### config.mk
export PLATFORM = sky130hd
export DESIGN_NAME = flash_status_gen
export DESIGN_NICKNAME = d
export VERILOG_FILES = /design/src/rtl/flash_status_gen.sv
export SDC_FILE = /design/constraint.sdc
export NUM_CORES = 1
export LEC_CHECK = 0
export BUFFER_PORTS_ARGS = -buffer_cell sky130_fd_sc_hd__buf_2
export CAP_MARGIN = 20
export CELL_PAD_IN_SITES_DETAIL_PLACEMENT = 1
export CELL_PAD_IN_SITES_GLOBAL_PLACEMENT = 1
export CORE_MARGIN = 1
export CORE_UTILIZATION = 20
export DETAILED_ROUTE_END_ITERATION = 6
export MAX_ROUTING_LAYER = met4
export PLACE_DENSITY_LB_ADDON = 0.2
export SYNTH_ARGS = -nofsm -noshare
export SYNTH_HDL_FRONTEND = slang
export SYNTH_SLANG_ARGS = --single-unit
### constraint.sdc
create_clock -name clk -period 3.05 [get_ports clk]
set_input_delay 0.1525 -clock clk [delete_from_list [all_inputs] [get_ports clk]]
set_output_delay 0.1525 -clock clk [all_outputs]
set_load 0.01 [all_outputs]
### src/rtl/flash_status_gen.sv
module flash_status_gen #(
  parameter int NSEC = 11,
  parameter int SECW = (NSEC > 1) ? $clog2(NSEC) : 1
) (
  input  logic            clk,
  input  logic            rst_n,
  input  logic            op_start,
  input  logic            op_erase,
  input  logic            busy,
  input  logic            suspended,
  input  logic            timeout,
  input  logic            erase_window,
  input  logic [7:0]      prog_data,
  input  logic [NSEC-1:0] sector_mask,
  input  logic [SECW-1:0] rd_sector,
  input  logic            rd_strobe,
  input  logic [7:0]      array_data,
  output logic [7:0]      data_out,
  output logic            status_sel
);

  localparam int PADW = 1 << SECW;

  logic            rd_q;
  logic            rd_rise;
  logic            tog_run;
  logic            tog_sec;
  logic [PADW-1:0] mask_pad;
  logic            sec_hit;
  logic            run_en;
  logic            sec_en;
  logic            poll_bit;
  logic            win_bit;
  logic [7:0]      stat_byte;

  assign mask_pad = PADW'(sector_mask);
  assign sec_hit  = mask_pad[rd_sector];
  assign rd_rise  = rd_strobe & ~rd_q;
  assign run_en   = busy | timeout;
  assign sec_en   = op_erase & (busy | suspended) & sec_hit;

  always_ff @(posedge clk or negedge rst_n) begin
    if (!rst_n) begin
      rd_q    <= 1'b0;
      tog_run <= 1'b0;
      tog_sec <= 1'b0;
    end else begin
      rd_q <= rd_strobe;
      if (op_start) begin
        tog_run <= 1'b0;
        tog_sec <= 1'b0;
      end else if (rd_rise) begin
        if (run_en) tog_run <= ~tog_run;
        if (sec_en) tog_sec <= ~tog_sec;
      end
    end
  end

  assign poll_bit   = op_erase ? (suspended & ~busy) : ~prog_data[7];
  assign win_bit    = op_erase & busy & ~erase_window;
  assign stat_byte  = {poll_bit, tog_run, timeout, 1'b0, win_bit, tog_sec, 2'b00};
  assign status_sel = busy | timeout | (op_erase & suspended & sec_hit);
  assign data_out   = status_sel ? stat_byte : array_data;

  assert_idle_pass_R1: assert property (@(posedge clk) disable iff (!rst_n)
    (!busy && !suspended && !timeout) |-> (data_out == array_data && !status_sel));

  assert_prog_poll_R2: assert property (@(posedge clk) disable iff (!rst_n)
    (busy && !op_erase) |-> (data_out[7] == !prog_data[7]));

  assert_erase_poll_R3: assert property (@(posedge clk) disable iff (!rst_n)
    (busy && op_erase) |-> !data_out[7]);

  assert_run_flip_R4: assert property (@(posedge clk) disable iff (!rst_n)
    (busy && rd_strobe && !rd_q && !op_start) |=> (tog_run != $past(tog_run)));

  assert_run_hold_R5: assert property (@(posedge clk) disable iff (!rst_n)
    (!busy && !timeout && !op_start) |=> $stable(tog_run));

  assert_timeout_bit_R8: assert property (@(posedge clk) disable iff (!rst_n)
    status_sel |-> (data_out[5] == timeout));

  assert_start_clear_R10: assert property (@(posedge clk) disable iff (!rst_n)
    op_start |=> (!tog_run && !tog_sec));

  assert_zero_bits_R12: assert property (@(posedge clk) disable iff (!rst_n)
    status_sel |-> (data_out[4] == 1'b0 && data_out[1:0] == 2'b00));

endmodule

# Yosys cells after proc, flatten, opt, wreduce, memory -nomap -nowiden
# Cells that the tools add are included.
# W data, S select, Z words.
# classes
order_cmp	1
muxes	10
bitwise_logic	17
n_reduce_logical	5
# op_table
operator	count
$and A1 B1 Y1	8
$mux W1	8
$mux W8	1
$not A1 Y1	6
$reduce_bool A2 Y1	3
$lt A4 B5 Y1 const B	1
$bmux W1 S4	1
$reduce_and A2 Y1	2
$or A1 B1 Y1	3
# word_totals
regBits	3
inputBits	40
output_inout_bits	9
word_cells	36

# Logic depth before layout (Yosys ltp)
# Gate-level depths: netlist of run 1.
# logic_depth
ltp_word	6
mapped_depth	8

# Least setup slack after synthesis of run 1
# OpenSTA, ideal clock, no wires.
# synth_path
path_kind	input to output
startpoint	in rd_sector[1]
endpoint	out data_out[7]
arrival_time_ps	1609
setup_slack_ps	1289
path_stages	8
path_cell_list	buf_6 -> mux2_4 -> a22oi_2 -> or3b_1 -> and3_1 -> buf_6 -> inv_2 -> mux2_4
# synth_between
elab_chain_cells	5
# synth_lines
item	line	text
from (decl)	15	input logic [SECW-1:0] rd_sector,
$bmux W1 S4	37	assign sec_hit = mask_pad[rd_sector];
$mux W1 (not written as such)	37	
$and A1 B1 Y1	62	assign status_sel = busy | timeout | (op_erase & suspended & sec_hit);
$or A1 B1 Y1	62	
via status_sel	19	output logic status_sel
$mux W8	63	assign data_out = status_sel ? stat_byte : array_data;
to (decl)	18	output logic [7:0] data_out,
# The timed path passes the listed nets, and every way through them passes these cells. The select of a mux whose other input is x is not followed.

# Worst setup path after layout of run 1
# layout_path
startpoint	in rd_sector[1]
endpoint	out data_out[7]
# layout_between
elab_chain_cells	5
# layout_lines
item	line
$bmux W1 S4	37
$mux W1 (not written as such)	37
$and A1 B1 Y1	62
$or A1 B1 Y1	62
$mux W8	63
# No other way between the ends. The select of a mux whose other input is x is not followed.

==> results.txt, run 1 <==
- In this run, the number of DRC markers left after iteration 0 of detailed routing was 2.
* Peak VDD IR: between 100 and 150 uV
- The setup path with the least slack is of type in -> out.
* Layout Utilization: 0.3607
- In this run the static leakage power is around 0.35 nW.
- Final non-filler cell total: about 110
- The core region is about 1800 um2.
- Largest fanout on the critical path: 7
- Counting buffers and inverters, the worst setup path is 8 cells deep.
* Final Net Count: ~130
- Number of antenna violations at the first check in global routing: 0
* DP Area: 606.8 um2
- After clock tree synthesis, the setup repair step added 0 buffers.
* Pin count of the biggest net entering global routing: 8
* Clock transition time at the flip-flop clock pins of the worst setup and hold paths: 0.04 ns
- After floorplanning, the core was divided into 15 placement rows.
* Post-CTS Resized: 0
- STA classifies the critical path endpoint as a primary output.
- CP startpoint kind: input port
* Source-to-sink clock delay at the later pin of the worst-skew pair: around 0.23 ns
* Slew Viols, Final: 0
* Post-route cell area: 643.1 um2
- Worst Skew: approximately 0.0005 ns
- Subtracting the final worst setup slack from the clock period gives just under 2 ns.
- For this run, the register share of the synthesized area comes to 0.1911.
* Clock tree from TritonCTS: yes
- For this design the ratio of total power to cell area is approximately 280 nW/um2.
- N_diodes: 0
- Fraction of the cycle the final worst path needs: 0.6503
- Across every metal layer, demand over resource in global routing totals 0.1160.
- Total of buffers placed on input and output ports: 41
* Vias per cell: between 4 and 5
* RSZ-0062 raised after global routing: false
- Req. time, crit path: 2.90 ns
* Post-synthesis area per instance: 8.929 um2
- Hold-fix buffers, CTS: 1
- Via count of the first global-routing pass: 466
- The cell family contributing the most delay on the critical path is multiplexers.
- After synthesis the cells add up to 392.9 um2.
- Pre-Repair DR Iteration Count: 2
* Post-synthesis share of cell area spent on xor and xnor gates: 0.02229
- Wire length of the first global-routing pass: 1766 um
* Largest incremental delay on the critical path: 0.34 ns
- Buf/Inv on CP: 3
* Layout cell share with drive strength beyond 1: 0.5682
* Least-Margin Pin Slew: 0.2970 ns
- Die boundary height: 46.32 um
- Detailed placement finished with a half-perimeter wire length of 1009 um.
- TritonCTS created 3 clock buffers.
- Number of instances on the worst hold path: 1
* Crit path arrival time: 1.83 ns
- Synthesis-stage register bit count: 3
- The flow ran to the end, and the final reports show no timing, DRC or antenna violations.
* Combinational family with the most area after synthesis: multiplexers
- The number of hold violations in the final report was 0.
- Wires add up to 1119 um.
- At the end of routability-driven placement, the weighted congestion stood at 0.6199.
- Setup-failing EPs final: 0
- Based on the critical path, the design can be clocked at up to between 0.5 and 0.6 GHz.
* Setup_tns: 0 ns
- Crit-path cells: buf_2, mux2_4, a22oi_2, or3b_1, and3_1, inv_2, mux2_4, buf_2
- Synth unique cells: 28
- Adder-cell share of the synthesized area: 0
- R2R cell count: 5
- In this run the tightest slew margin relative to its limit is 0.8020.
- Worst Hold Class: in -> reg
* Synthesis warning total: 0
* Worst-case setup slack after placement: 1.033 ns
- The post-synthesis compound-gate area fraction was 0.2134.
* Htree depth: 1
- Synthesized-area fraction occupied by and/or/nand/nor cells: 0.2293
- Antenna Nets Post-Route: 0
* Setup ws final: 1.067 ns
- Critical-path top delay cell: and3_1
- Starting utilization of the core area: 0.2204
- In this run the deepest clock path goes through 2 buffers.
- Die Wd: around 46 um
- In this run the register-to-register setup slack is between 1.5 and 2 ns.
- GRT overflow: 0
* Number of maximum-capacitance constraint violations: 0
- Synthesis produced a netlist whose cell count is 44.
* Number of sinks on the clock net: 3
- Layout area overhead: 63.69%
- Root Driver: clkbuf_4
- Net count after synthesis: between 80 and 90
* Die ar.: around 2100 um2
* Number of top-level design ports: 49
- Post-detailed-route DRC marker count: 0
* Multiplexer share of the synthesized area: 0.2580
- Routed wire length per instance: 9.903 um
- Including well taps, the total number of placed cells is 108.
- Detailed routing inserted a total of a little under 500 vias.
placed cells by master (no fill, tap or decap), types with 2 or more instances in the layout:
| cell type | instances |
|---|---|
| nor2_1 | 4 |
| dfrtp_1 | 3 |
| a21oi_1 | 2 |
| nand2_1 | 2 |
| inv_1 | 2 |
| buf_2 | 41 |
| mux2_4 | 4 |
| clkbuf_4 | 3 |
| mux2i_1 | 3 |
| and2_1 | 3 |
area by class of cell:
class                   count  area [um2]
well taps                  25       31.28
flip-flops and latches      3       75.07
inverters                   3       11.26
multi-input cells          36       284.0
fillers                   242        1140
repair buffers             42       215.2
clock buffers               4       26.28
layer usage:
layer | share of wire | routed length, um | vias to the layer above | global-route usage
li1 | - | - | 252 | -
met3 | 0.072 | 81 | 0 | 0.02745
met5 | 0 | 0 | - | -
met1 | 0.43 | 486 | 220 | 0.1299
met4 | 0 | 0 | 0 | 0.03529
met2 | 0.49 | 552 | 22 | 0.2000
kinds of logic after synthesis:
logic type | Yosys count
AOI/OAI and AO/OA | 11
xor gates and xnor gates | 1
buffers and inverters | 5
DFF | 3
muxes | 8
and+or+nand+nor | 16
state kept, by name, summed over array words and instances (netlist names):
name     cells
rd_q         1
tog_run      1
tog_sec      1
power by group:
group	internal (mW)	switching, mW
logic	0.0392	0.0295
clock network	0.0490	0.0196
registers	0.0422	0.00128
cells in the mapped netlist:
cell       n  area [um2]
o2bb2ai_1  1       8.760
buf_6      2       22.52
and3_1     1       6.260
dfrtp_1    3       75.07
nand3_1    1       5.000
or3_1      1       6.260
o2111ai_1  1       8.760
a22oi_1    1       7.510
o211ai_1   1       7.510
inv_2      1       3.750
a41o_1     1       10.01
and2_1     3       18.77
a21oi_1    2       10.01
xnor2_1    1       8.760
mux2_1     1       11.26
a21o_1     1       7.510
o21ai_0    1       5.000
o22ai_1    1       6.260
and2b_1    1       7.510
nor3b_1    1       7.510
mux2i_1    3       30.03
a22oi_2    1       12.51
nand3b_1   1       7.510
nor2_1     4       15.01
or3b_1     1       8.760
inv_1      2       7.510
mux2_4     4       60.06
nand2_1    2       7.510
worst paths after layout:
path	startpoint	endpoint
setup / recovery	rd_sector[1]	data_out[7]
max in group asynchronous	rst_n	rd_q
setup reg to reg	rd_q	tog_sec
hold / removal	rd_strobe	rd_q
min in group asynchronous	rst_n	tog_run
hold reg to reg	tog_run	tog_run
stage by stage:
| stage | power [mW] | hold WS [ns] |
|---|---|---|
| detailed placement | 0.1130 | -0.05012 |
| finish | 0.1808 | 0.05551 |
| global route | 0.1951 | 0.06471 |
| global placement | 0.1117 | -0.04944 |
| floorplan | 0.08149 | -0.1431 |
| CTS | 0.1861 | 0.05243 |
Note: power is estimated with default switching activity, not from simulation.
==> run 2: changes to the inputs <==
Settings changed: CORE_UTILIZATION 20 to 19.
Clock period 3.05 ns to 2 ns, I/O delays scaled along.
==> results.txt, run 2 (same netlist as run 1, synthesis figures left out) <==
- Including well taps, the total number of placed cells is 111.
* Gate family responsible for the most delay along the worst path: multiplexers
* Buf/Inv on CP: 3
* Post-detailed-route DRC marker count: 0
* Worst Skew: 0.0007950 ns
- The first routing iteration left 3 violations.
- Number of maximum-capacitance constraint violations: 0
- Highest attainable clock frequency: approximately 0.55 GHz
- The worst hold path begins at rd_strobe.
- Layout cell share with drive strength beyond 1: 0.5730
- Setup ws final: 0.1938 ns
- In this run the number of H-tree levels came out at 1.
* Crit Reg-Reg Endpoint: tog_sec
* Hold Fails Final Rpt: 0
- Routability congestion estimate: 0.7057
- Reg-to-reg critical path startpoint: rd_q
- For this run, the total global-route usage over all layers was measured as 0.09478.
- Total of buffers placed on input and output ports: 41
- Of all nets on the critical path, the largest fanout is 6.
- The min-delay analysis places its worst path in the category in -> reg.
* Pin count of the biggest net entering global routing: 7
- The initial utilization of the core area, before any placement, comes to 0.2003.
- After the last flow step, the layout net total stands at 130.
- Setup_tns: 0 ns
- Routed wire length per instance: 9.603 um
- Max-Slew Margin vs Limit: 0.8455
- Number of sinks on the clock net: 3
* Final critical delay including setup and external delays: 1.806 ns
- Wire length of the first global-routing pass: 1511 um
- The number of setup buffers added after CTS is 0.
- The largest registers in the layout are rd_q x1, tog_run x1, tog_sec x1.
- The slowest stage of the critical path belongs to the cell mux2_4.
- Root Driver: clkbuf_4
- Post-CTS repair changed the size of 0 cells.
- Final worst hold slack: 0.008948 ns
* Final non-filler cell total: 116
* PwrDens: approximately 420 nW/um2
* Number of placement rows: 16
- Total power after layout: 276.3 uW
* N_diodes: 0
- Pre-Repair DR Iteration Count: 2
- Placeable core region: approximately 2000 um2
* Die ar.: 2253 um2
- Leaving out fill and tap cells, the most frequent cells in the layout are buf_2 (41), nor2_1 (4), mux2_4 (4).
- After detailed routing, the total wire length is 1114 um.
- CTS Buf Count: 3
- Number of vias in the routed layout: 498
* Maximum number of buffers from clock root to sink: 2
- RSZ-0062 raised after global routing: false
* Worst-case setup slack after placement: roughly 0.16 ns
- Vias per cell: 4.293
- Type of the worst setup path: in -> out
- Summed over all nets, the half-perimeter wirelength after detailed placement is 983.4 um.
- R2R cell count: 5
- For this design the static power due to leakage is 0.3565 nW.
- CP startpoint kind: input port
- Filler Cell Count: 268
* Setup-failing EPs final: 0
- approximately 50 I/O pins were placed.
- Fraction of the cycle the final worst path needs: 0.9031
* Layout Utilization: 0.3329
* Number of instances on the worst hold path: 1
- Setup slack on the worst reg-to-reg path comes out at just under 0.8 ns.
- Antenna Nets Post-Route: 0
- Clock-pin slew was measured on the worst setup and hold paths at 0.03 ns.
- Relative to the synthesized area, the layout overhead comes to 66.24%.
* Slew Viols, Final: 0
* Result of the run: completed
* Commonest non-fill, non-tap cell in the layout: buf_2
* Crit path arrival time: 1.71 ns
* Source-to-sink clock delay at the later pin of the worst-skew pair: 0.23 ns
* DP Area: just over 600 um2
* Req. time, crit path: 1.90 ns
- Clock tree from TritonCTS: yes
- Post-route cell area: ~650 um2
- Via count of the first global-routing pass: 410
- Element type at the critical path end: primary output
- IR analysis of the VDD net gives a maximum drop of 181.7 uV.
* GRT overflow: 0
- For the pin with the worst max-slew slack, the measured transition is 0.2313 ns.
* Number of antenna violations at the first check in global routing: 0
* Largest incremental delay on the critical path: 0.32 ns
- Die Wd: 47.47 um
* Crit-path cells: buf_2, mux2_4, a22oi_2, or3b_1, and3_1, inv_2, mux2_4, buf_2
- For hold timing, the worst endpoint is rd_q.
- The die is about 47 um tall.
[run 2: cell count changes in the layout (fill, tap and decap cells not counted), sizes merged]
cell / change
buf: +1
[run 2: where the power goes]
| group | leakage, nW | total [mW] | switching (mW) | internal, mW |
|---|---|---|---|---|
| clock network | 0.0150 | 0.104 | 0.0293 | 0.0746 |
| registers | 0.0389 | 0.0665 | 0.00217 | 0.0643 |
| logic | 0.303 | 0.106 | 0.0446 | 0.0612 |
| total | 0.356 | 0.276 | 0.0761 | 0.200 |
[run 2: layer usage]
| metal | GRT usage | vias up | part of all wire |
|---|---|---|---|
| li1 | - | 253 | - |
| met1 | 0.1045 | 222 | 0.40 |
| met2 | 0.1863 | 23 | 0.50 |
| met3 | 0.003774 | 0 | 0.10 |
| met4 | 0.01714 | 0 | 0 |
| met5 | - | - | 0 |
[run 2: worst max-delay path by stage]
stage                      start          end  depth (start not counted)
finish              rd_sector[1]  data_out[7]                          8
global placement    rd_sector[1]  data_out[7]                          8
CTS                 rd_sector[1]  data_out[7]                          8
global route        rd_sector[1]  data_out[7]                          8
floorplan           rd_sector[1]  data_out[7]                          8
detailed placement  rd_sector[1]  data_out[7]                          8
[run 2: area by class of cell]
type / count / area (um2) / area share
multi-input cells: 36 / 284.0 / 0.4349
repair buffers: 43 / 222.7 / 0.3410
flip-flops and latches: 3 / 75.07 / 0.1149
well taps: 27 / 33.78 / 0.05172
clock buffers: 4 / 26.28 / 0.04023
inverters: 3 / 11.26 / 0.01724
[run 2: worst register-to-register path: cells and delay by family (launching register included)]
kind,cells,cell delay [ns]
AOI/OAI and AO/OA,3,0.42
DFF,1,0.36
and+or+nand+nor,1,0.30
buffers and inverters,1,0.05
[run 2: timing repair]
action                                  4_1_cts  5_1_grt
endpoints found under the setup margin        0        0
endpoints found under the hold margin         3        0
hold buffers                                  1        0
==> run 3: changes to the inputs <==
Settings changed: ABC_AREA set to 1, CTS_BUF_LIST set to sky130_fd_sc_hd__clkbuf_4.
==> results.txt, run 3 <==
- Result of the run: completed
- The worst setup path is of the in -> out kind.
* Reg-to-reg critical path startpoint: rd_q
- The largest registers in the layout are rd_q x1, tog_run x1, tog_sec x1.
- Synthesis-stage register bit count: 3
- N_diodes: 0
- CTS saw 3 sinks.
* Die ar.: 2363 um2
- No sink is reached through more buffers than the 2 on the longest clock path.
* Pre-Repair DR Iteration Count: 4
- Across the run, the number of max-cap violations was 0.
- Placeable core region: 2002 um2
- Share of synthesized flip-flops with an asynchronous set or reset: 1.000
- Of the post-synthesis cell area, the dominant cell type holds 0.1818.
- End of the worst hold path: tog_sec
* Switching power as a share of total power: 0.3049
- Element type at the critical path end: primary output
- Once layout is done, the placed cells without fillers occupy between 700 and 800 um2.
* Final non-filler cell total: 148
* Antenna Nets Post-Route: 0
* Routed wire length per instance: 8.568 um
- The worst register-to-register path has a depth of 4.
* GRT overflow: 0
- Number of antenna violations at the first check in global routing: 0
- CP startpoint kind: input port
- Slew Viols, Final: 0
* Wire length of the first global-routing pass: 2311 um
- Layout area overhead: 70.00%
* Layout cell share with drive strength beyond 1: 0.4380
* Worst Hold Class: in -> reg
- The floorplan has 16 rows.
* CTS Buf Count: 3
- Number of top-level design ports: 49
* Gate Count Post-Synth: 74
- After the last flow step, the layout net total stands at 162.
- Gates resized during post-CTS repair numbered 0.
- Post-detailed-route DRC marker count: 0
* Worst reg-to-reg setup slack: 1.05 ns
- The congestion estimate from routability-driven global placement came to 0.6978.
- By area the synthesized netlist is led by dfrtp_1 (18%), nand3_1 (15%), inv_1 (15%).
- Clock skew on the completed layout was measured at roughly 0.0029 ns.
- After layout, the minimum clock period comes to about 1.3 ns.
- Overall power consumption after layout is estimated at just under 300 uW.
* DP Area: 651.9 um2
- Of the total power, combinational logic draws 0.379.
* Peak VDD IR: slightly above 400 uV
- Highest attainable clock frequency: 0.7898 GHz
* Number of instances on the worst hold path: 4
* Max-Slew Margin vs Limit: 0.7138
- Root Driver: clkbuf_4
* Clock group share of total power: 0.398
- The biggest area contributor in the post-synthesis netlist is dfrtp_1.
- The final route contains 599 vias.
* Drt initial violations: 8
* Starting utilization of the core area: 0.2063
* Relative contribution of sequential cells to total power: 0.224
- After detailed routing, the total wire length is about 1300 um.
- Synth unique cells: 16
* Worst setup startpoint: rd_sector[0]
- Die Wd: ~49 um
* Sequential cell area fraction in the yosys report: 0.1818
* Dpl cells: 142
- Setup-failing EPs final: 0
* Static leakage: approximately 0.45 nW
- Net count after synthesis: ~110
* Post-Syn Area: 412.9 um2
- In this run the power spent charging and discharging nets is 90.39 uW.
- Crit Reg-Reg Endpoint: tog_sec
- For this run, the number of Yosys warnings is 0.
* Pin count of the biggest net entering global routing: 8
* GRT Overall Usage: 0.1207
- Detailed placer's ending HPWL: 1121 um
- Leaving out fill and tap cells, the most frequent cell in the layout is buf_2.
- Summed over all failing endpoints, the final setup total negative slack is 0 ns.
- TritonCTS built the clock tree.
- The most used flip-flop cell after synthesis is dfrtp_1.
- Clock-pin slew was measured on the worst setup and hold paths at 0.04 ns.
- Top cells by count, synth: inv_1 (16), nand2_1 (16), nand3_1 (12)
- Vias per cell: 4.047
- Number of synthesized flops with an enable pin: 0
- The internal portion of the total power is roughly 200 uW.
- The number of hold violations in the final report came to 0.
- Startpoint of the lowest-slack hold path: op_start
* Filler Cell Count: between 200 and 300
- Hold timing on the final database bottoms out at a slack of around 0.11 ns.
- Largest fanout on the critical path: 7
- Source-to-sink clock delay at the later pin of the worst-skew pair: around 0.23 ns
- For the pin with the worst max-slew slack, the measured transition is 0.4288 ns.
- Setup repair after global routing left no endpoint under its margin.
* Req. time, crit path: 1.90 ns
* Post-synthesis area per instance: between 5 and 6 um2
- Of the available clock period, the critical path in the final layout requires 0.6331.
- For the worst setup path, the data arrival time is 1.17 ns.
- Via count of the first global-routing pass: 601
- Total of buffers placed on input and output ports: between 40 and 50
- Die boundary height: 48.62 um
- PwrDens: about 420 nW/um2
* Htree depth: 1
* Commonest non-fill, non-tap cells in the layout: buf_2 (41), inv_1 (16), nand2_1 (16)
[run 3: cell count changes after synthesis, moves of 3 or more]
cell / delta
and2_1: -3
inv_1: +14
mux2_4: -4
mux2i_1: -3
nand2_1: +14
nand2_2: +4
nand3_1: +11
nor2_1: +4
o21ai_1: +3
[run 3: cell families after synthesis]
| logic type | count (synthesis) | synth area share |
|---|---|---|
| simple gates | 47 | 0.5758 |
| buf+inv | 17 | 0.1545 |
| compound gates | 7 | 0.08787 |
| flops | 3 | 0.1818 |
[run 3: how the worst max path moves through the flow]
stage          slack [ns]  cells past startpoint          end
2_1_floorplan        1.05                      9  data_out[0]
3_3_place_gp         0.74                     12  data_out[6]
3_5_place_dp         0.72                     12  data_out[2]
4_1_cts              0.72                     12  data_out[2]
5_1_grt              0.57                     12  data_out[7]
6_report             0.73                     12  data_out[2]
[run 3: critical path: stages]
cell and delay (ns):
buf_2 0.15, inv_2 0.10, nand2_1 0.06, nand3_1 0.08
nand3_1 0.08, nand3_1 0.09, nand2_2 0.08, nand2_4 0.12
nand2_8 0.08, nand2_2 0.07, nand2_1 0.04, buf_2 0.13
[run 3: metrics by stage]
| step | worst slack [ns] | utilization |
|---|---|---|
| detailed placement | 0.7222 | 0.3256 |
| CTS | 0.7172 | 0.3506 |
| floorplan | 1.047 | - |
| global route | 0.5748 | 0.3506 |
| finish | 0.7338 | 0.3506 |
| global placement | 0.7374 | 0.3256 |
[run 3: layer usage]
layer | GRT usage | vias up | part of all wire
li1 | - | 324 | -
met1 | 0.1456 | 254 | 0.46
met2 | 0.2083 | 21 | 0.48
met3 | 0.03774 | 0 | 0.057
met4 | 0 | 0 | 0
met5 | - | - | 0
[run 3: power groups by stage]
stage | Combinational [mW] | Sequential, mW | Clock (mW)
floorplan | 0.0562 | 0.0665 | 0
global placement | 0.108 | 0.0671 | 0
detailed placement | 0.111 | 0.0671 | 0
CTS | 0.114 | 0.0664 | 0.123
global route | 0.129 | 0.0668 | 0.128
finish | 0.112 | 0.0663 | 0.118
[run 3: area by class of cell]
class                      count  area, um2  area share
multi-input combinational     54      274.0      0.3904
timing repair buffer          43      225.2      0.3209
inverter                      17      63.81     0.09091
sequential                     3      75.07      0.1070
tap                           27      33.78     0.04813
clock buffer                   4      30.03     0.04278
[run 3: repair_timing]
action | 4_1_cts | 5_1_grt
hold buffers | 2 | 0
hold endpoints to repair | 4 | 0
setup buffers | 0 | 0
